[src/rtl/zol_pkg.sv]
package zol_pkg;
  localparam int PC_W     = 5;
  localparam int SIZE_MAX = 64;
  localparam int SZ_W     = $clog2(SIZE_MAX + 1);
  localparam int IW       = 8;
  localparam int LEN_W    = 5;
  localparam int OPC_W    = 6;
  localparam int NPIPE    = 4;

  typedef enum logic [1:0] {K_OP, K_LOOP, K_BR, K_SET} kind_e;

  typedef struct packed {
    logic            v;
    logic [IW-1:0]   ins;
    logic [PC_W-1:0] pc;
    logic [SZ_W-1:0] fw;
    logic [SZ_W-1:0] bw;
  } stage_t;

  function automatic kind_e kind_of(input logic [IW-1:0] w);
    if (w[7])                kind_of = K_SET;
    else if (w[6:5] == 2'b10) kind_of = K_LOOP;
    else if (w[6:5] == 2'b11) kind_of = K_BR;
    else                     kind_of = K_OP;
  endfunction

  function automatic logic [SZ_W-1:0] sat_size(input logic [6:0] imm);
    if (int'(imm) > SIZE_MAX) sat_size = SZ_W'(SIZE_MAX);
    else                      sat_size = SZ_W'(imm);
  endfunction

  function automatic logic [SZ_W-1:0] trip_of(input logic [SZ_W-1:0] sz);
    logic [SZ_W-1:0] h;
    h = sz >> 1;
    trip_of = (h == '0) ? SZ_W'(1) : h;
  endfunction

  function automatic logic [SZ_W-1:0] bwd_start(input logic [SZ_W-1:0] sz);
    bwd_start = (sz == '0) ? '0 : sz - SZ_W'(1);
  endfunction
endpackage

[src/rtl/zol_fetch.sv]
module zol_fetch import zol_pkg::*; (
  input  logic            clk,
  input  logic            rst_n,
  input  logic [IW-1:0]   rom_data,
  input  logic            flush,
  input  logic [PC_W-1:0] br_tgt,
  output logic [PC_W-1:0] pc,
  output stage_t          f_rec,
  output logic            wrap,
  output logic            arm,
  output logic            loop_act,
  output logic [PC_W-1:0] lp_start,
  output logic [SZ_W-1:0] left,
  output logic [SZ_W-1:0] fwd,
  output logic [SZ_W-1:0] bwd,
  output logic [SZ_W-1:0] size_q
);
  kind_e           kind;
  logic [PC_W-1:0] lp_end;
  logic            at_end;
  logic            step;
  logic            finish;
  logic [PC_W-1:0] pc_nxt;

  always_comb begin
    kind   = kind_of(rom_data);
    at_end = loop_act && (pc == lp_end);
    arm    = !flush && (kind == K_LOOP) && (rom_data[LEN_W-1:0] != '0);
    step   = !flush && !arm && at_end;
    wrap   = step && (left > SZ_W'(1));
    finish = step && (left <= SZ_W'(1));
    if (flush)     pc_nxt = br_tgt;
    else if (wrap) pc_nxt = lp_start;
    else           pc_nxt = pc + PC_W'(1);
    f_rec = '{v: !flush, ins: rom_data, pc: pc, fw: fwd, bw: bwd};
  end

  always_ff @(posedge clk or negedge rst_n) begin
    if (!rst_n) begin
      pc       <= '0;
      loop_act <= 1'b0;
      lp_start <= '0;
      lp_end   <= '0;
      left     <= '0;
      fwd      <= '0;
      bwd      <= '0;
      size_q   <= SZ_W'(SIZE_MAX);
    end else begin
      pc <= pc_nxt;
      if (flush) begin
        loop_act <= 1'b0;
      end else if (arm) begin
        loop_act <= 1'b1;
        lp_start <= pc + PC_W'(1);
        lp_end   <= pc + PC_W'(rom_data[LEN_W-1:0]);
        left     <= trip_of(size_q);
        fwd      <= '0;
        bwd      <= bwd_start(size_q);
      end else begin
        if (step) begin
          fwd <= fwd + SZ_W'(1);
          bwd <= bwd - SZ_W'(1);
        end
        if (wrap)   left     <= left - SZ_W'(1);
        if (finish) loop_act <= 1'b0;
      end
      if (!flush && kind == K_SET) size_q <= sat_size(rom_data[6:0]);
    end
  end
endmodule

[src/rtl/zol_pipe_reg.sv]
module zol_pipe_reg import zol_pkg::*; (
  input  logic   clk,
  input  logic   rst_n,
  input  stage_t d,
  output stage_t q
);
  always_ff @(posedge clk or negedge rst_n) begin
    if (!rst_n) q <= '0;
    else        q <= d;
  end
endmodule

[src/rtl/zol_branch.sv]
module zol_branch import zol_pkg::*; (
  input  logic            d_valid,
  input  logic [IW-1:0]   d_ins,
  output logic            flush,
  output logic [PC_W-1:0] br_tgt
);
  always_comb begin
    flush  = d_valid && (kind_of(d_ins) == K_BR);
    br_tgt = PC_W'(d_ins[LEN_W-1:0]);
  end
endmodule

[src/rtl/zol_seq.sv]
module zol_seq import zol_pkg::*; (
  input  logic             clk,
  input  logic             rst_n,
  output logic [PC_W-1:0]  rom_addr,
  input  logic [IW-1:0]    rom_data,
  output logic             ret_valid,
  output logic [PC_W-1:0]  ret_pc,
  output logic [IW-1:0]    ret_ins,
  output logic [SZ_W-1:0]  ret_fwd,
  output logic [SZ_W-1:0]  ret_bwd,
  output logic             op_stb,
  output logic [OPC_W-1:0] op_code
);
  stage_t          pipe [0:NPIPE];
  logic            flush;
  logic [PC_W-1:0] br_tgt;
  logic [PC_W-1:0] pc;
  logic            wrap;
  logic            arm;
  logic            loop_act;
  logic [PC_W-1:0] lp_start;
  logic [SZ_W-1:0] left;
  logic [SZ_W-1:0] fwd;
  logic [SZ_W-1:0] bwd;
  logic [SZ_W-1:0] size_q;
  logic            d_valid;

  zol_fetch u_fetch (
    .clk(clk), .rst_n(rst_n), .rom_data(rom_data), .flush(flush),
    .br_tgt(br_tgt), .pc(pc), .f_rec(pipe[0]), .wrap(wrap), .arm(arm),
    .loop_act(loop_act), .lp_start(lp_start), .left(left), .fwd(fwd),
    .bwd(bwd), .size_q(size_q)
  );

  genvar gi;
  generate
    for (gi = 0; gi < NPIPE; gi++) begin : g_stage
      zol_pipe_reg u_reg (.clk(clk), .rst_n(rst_n), .d(pipe[gi]), .q(pipe[gi+1]));
    end
  endgenerate

  assign d_valid = pipe[1].v;

  zol_branch u_br (
    .d_valid(d_valid), .d_ins(pipe[1].ins), .flush(flush), .br_tgt(br_tgt)
  );

  always_comb begin
    rom_addr  = pc;
    ret_valid = pipe[NPIPE].v;
    ret_pc    = pipe[NPIPE].pc;
    ret_ins   = pipe[NPIPE].ins;
    ret_fwd   = pipe[NPIPE].fw;
    ret_bwd   = pipe[NPIPE].bw;
    op_stb    = pipe[NPIPE].v && (kind_of(pipe[NPIPE].ins) == K_OP);
    op_code   = op_stb ? pipe[NPIPE].ins[OPC_W-1:0] : '0;
  end
endmodule

[config.mk]
export PLATFORM = sky130hd
export DESIGN_NAME = zol_seq
export DESIGN_NICKNAME = d
export VERILOG_FILES = /design/src/rtl/zol_pkg.sv /design/src/rtl/zol_fetch.sv /design/src/rtl/zol_pipe_reg.sv /design/src/rtl/zol_branch.sv /design/src/rtl/zol_seq.sv
export SDC_FILE = /design/constraint.sdc
export NUM_CORES = 1
export LEC_CHECK = 0
export ABC_AREA = 1
export BUFFER_PORTS_ARGS = -buffer_cell sky130_fd_sc_hd__buf_2
export CORE_UTILIZATION = 51
export DETAILED_ROUTE_END_ITERATION = 7
export PLACE_DENSITY = 0.8
export SYNTH_ARGS = -nofsm -noshare
export SYNTH_HDL_FRONTEND = slang
export SYNTH_SLANG_ARGS = --single-unit
[constraint.sdc]
create_clock -name clk -period 4.04 [get_ports clk]
set_clock_uncertainty 0.1 [all_clocks]
set_input_delay 0.606 -clock clk [delete_from_list [all_inputs] [get_ports clk]]
set_output_delay 0.606 -clock clk [all_outputs]
set_load 0.05 [all_outputs]
==> flow_summary.json <==
{
  "final_nets": 576,
  "hold_buffers": 0,
  "power.static_leakage_uw": 0.003369,
  "antenna_found_initial": 0,
  "boundaryPins": 50,
  "postSynthAreaPerCell_um2": 11.37,
  "rows": 38,
  "max-cap-violations": 0,
  "grt_pass1_wl_um": 17420,
  "drc_errors": 0,
  "ant_nets": 0,
  "power.total_uw": 5397,
  "final.setup.tns_ns": 0,
  "clk_latency_ns": 0.52,
  "grt-ovfl-total": 0,
  "synth_area_leader_cell": "dfrtp_1",
  "synth.most_common_cell": "dfrtp_1",
  "dp_hpwl_um": 6515,
  "ys_warn_count": 0,
  "synthTopCellsByArea": "dfrtp_1 (69%), nand2_1 (7.3%), inv_1 (3.2%), nor2_1 (2.7%), nand3_1 (2.4%)",
  "synthFlopType": "dfrtp_1",
  "cts_tree": "done",
  "fmaxAchievable_ghz": 0.4533,
  "maxSlewViolCount": 0,
  "async_reset_ff_share_pct": 100.0,
  "first_global_vias": 3639,
  "num_antenna_cells": 0,
  "crit_path_end_kind": "primary output",
  "clkSinkCount": 156,
  "syn_to_final_growth_pct": 16.78,
  "ys_ff_latch": 156,
  "path_common_cell": "nor2_1",
  "synth_common_cells": "dfrtp_1 (155), nand2_1 (110), inv_1 (48), nor2_1 (40), nand3_1 (27)",
  "cpMaxStageDelayCell": "dfrtp_1",
  "routabilityCongestion": 0.8342,
  "rsz0062_at_grt": "no",
  "ctsLongestPathBuffers": 2,
  "layout_min_cycle_time_ns": 2.206,
  "cp_data_required_time_ns": 3.33,
  "status": "finished, final reports clean",
  "vias_per_cell": 5.131,
  "numCtsBuffers": 17,
  "arrival_ns": 1.50,
  "worst_slew_pin_slew_ns": 1.069,
  "die_area_mm2": 0.01151,
  "die_width_um": 107.3,
  "synthCells": 497,
  "htreeDepth": 4,
  "drt-total-wl_um": 10530,
  "port_buffers": 49,
  "drt-wirelength-per-cell_um": 14.87,
  "hp-class": "input port to flop",
  "synth_fp_nets": 518,
  "cts_setup_buffers": 0,
  "timing.slew.headroom_pct": 28.76,
  "grt_max_degree": 127,
  "synth_edf_count": 0,
  "start_util_pct": 52.15,
  "die_h_um": 107.3,
  "post_cts_resized": 0,
  "cp_max_fo": 7,
  "syn_area_mm2": 0.005653,
  "path_cells": "nor2_1 > nand2_1 > nor2_1 > buf_2",
  "drive_gt1_share_pct": 18.84,
  "synth_cell_type_count": 32,
  "coreArea_mm2": 0.01084,
  "power.density_mw_per_mm2": 817.5,
  "grt_usage_pct": 20.31,
  "dr.pass1.iters": 5,
  "yosysSeqAreaShare_pct": 69.08,
  "synth.top_cell.area_share_pct": 68.61,
  "setup_violations": 0,
  "root_buffer": "clkbuf_8",
  "post-route-period-util_pct": 54.61,
  "start_kind": "flop",
  "vias": 3633,
  "ir_drop_mv": 0.5784,
  "dr.first_iter.drc_count": 321,
  "path_clk_slew_ns": 0.06,
  "hold_viol_final": 0,
  "slowest_delay_ns": 0.37,
  "criticalPathCategory": "flop to primary output"
}
==> cell families after synthesis <==
kind of cell | synth area share (%)
and+or+nand+nor | 15.85
buffers and inverters | 5.157
DFF | 69.08
adders and majority gates | 2.568
xor gates and xnor gates | 3.409
AOI/OAI and AO/OA | 3.940
==> sequential cells by signal (all words and copies together), names as in the netlist <==
register,count
u_fetch.pc,5
u_fetch.fwd,7
u_fetch.bwd,7
u_fetch.loop_act,1
u_fetch.left,7
u_fetch.lp_start,5
g_stage.u_reg.q,112
u_fetch.lp_end,5
u_fetch.size_q,7
==> final timing paths <==
path,depth (start not counted),slack (ns),start,endpoint
worst max-delay path,4,1.83,g_stage[3].u_reg.q[25],op_code[4]
worst min register to register,0,0.24,g_stage[2].u_reg.q[15],g_stage[3].u_reg.q[15]
max in group asynchronous,2,2.79,rst_n,g_stage[1].u_reg.q[23]
worst min-delay path,1,0.12,rom_data[7],g_stage[0].u_reg.q[26]
min in group asynchronous,1,0.16,rst_n,g_stage[3].u_reg.q[8]
worst max register to register,8,1.95,u_fetch.pc[0],u_fetch.left[1]
==> power breakdown <==
group	switching (uW)	internal (uW)	leakage, uW
sequential	308	2050	0.00194
combinational	1000	443	0.00113
clock	641	951	0.000290
==> per-stage QoR <==
step	instance area, um2	utilization, %	cells	hold slack (ns)	setup slack (ns)
floorplan	5653	-	497	0.2104	1.811
global placement	6002	55.37	676	0.2314	1.794
detailed placement	6002	55.37	676	0.2347	1.789
CTS	6601	60.90	708	0.1083	1.794
global route	6601	60.90	708	0.1089	1.747
finish	6601	60.90	708	0.1181	1.834
==> layout make-up <==
| class | count | area, um2 |
|---|---|---|
| Clock inverter | 15 | 185.2 |
| Inverter | 53 | 198.9 |
| Clock buffer | 17 | 414.1 |
| Sequential cell | 156 | 3905 |
| Timing Repair Buffer | 51 | 266.5 |
| Fill cell | 770 | 4239 |
| Tap cell | 140 | 175.2 |
| Multi-Input combinational cell | 276 | 1456 |
==> worst max-delay path: cells and delay by family, from the launching register on <==
family | cells | cell delay (ns)
AND/OR/NAND/NOR | 3 | 0.35
buffers and inverters | 1 | 0.27
flip-flops | 1 | 0.37
==> cells in the final DEF, fill, tap and decap left out, types with 3 or more instances in the layout <==
cell type,instances
xnor2_1,10
ha_1,10
nand2_1,110
nand3_1,27
o22ai_1,4
clkinv_4,3
inv_1,48
dfrtp_1,155
buf_2,48
inv_2,5
xor2_1,12
a21oi_1,4
nor3_1,3
bufinv_16,3
inv_6,5
o21ai_0,23
nor2_1,40
nand4_1,7
o21ai_1,6
nand2_2,7
clkbuf_16,16
==> per-layer routing <==
metal	wire (um)	GRT usage, %	share of wire [%]
met3	500	4.722	4.7
met1	4214	24.67	40
met4	285	9.785	2.7
met2	5528	34.29	53
met5	0	0	0
Note: power is estimated with default switching activity, not from simulation.
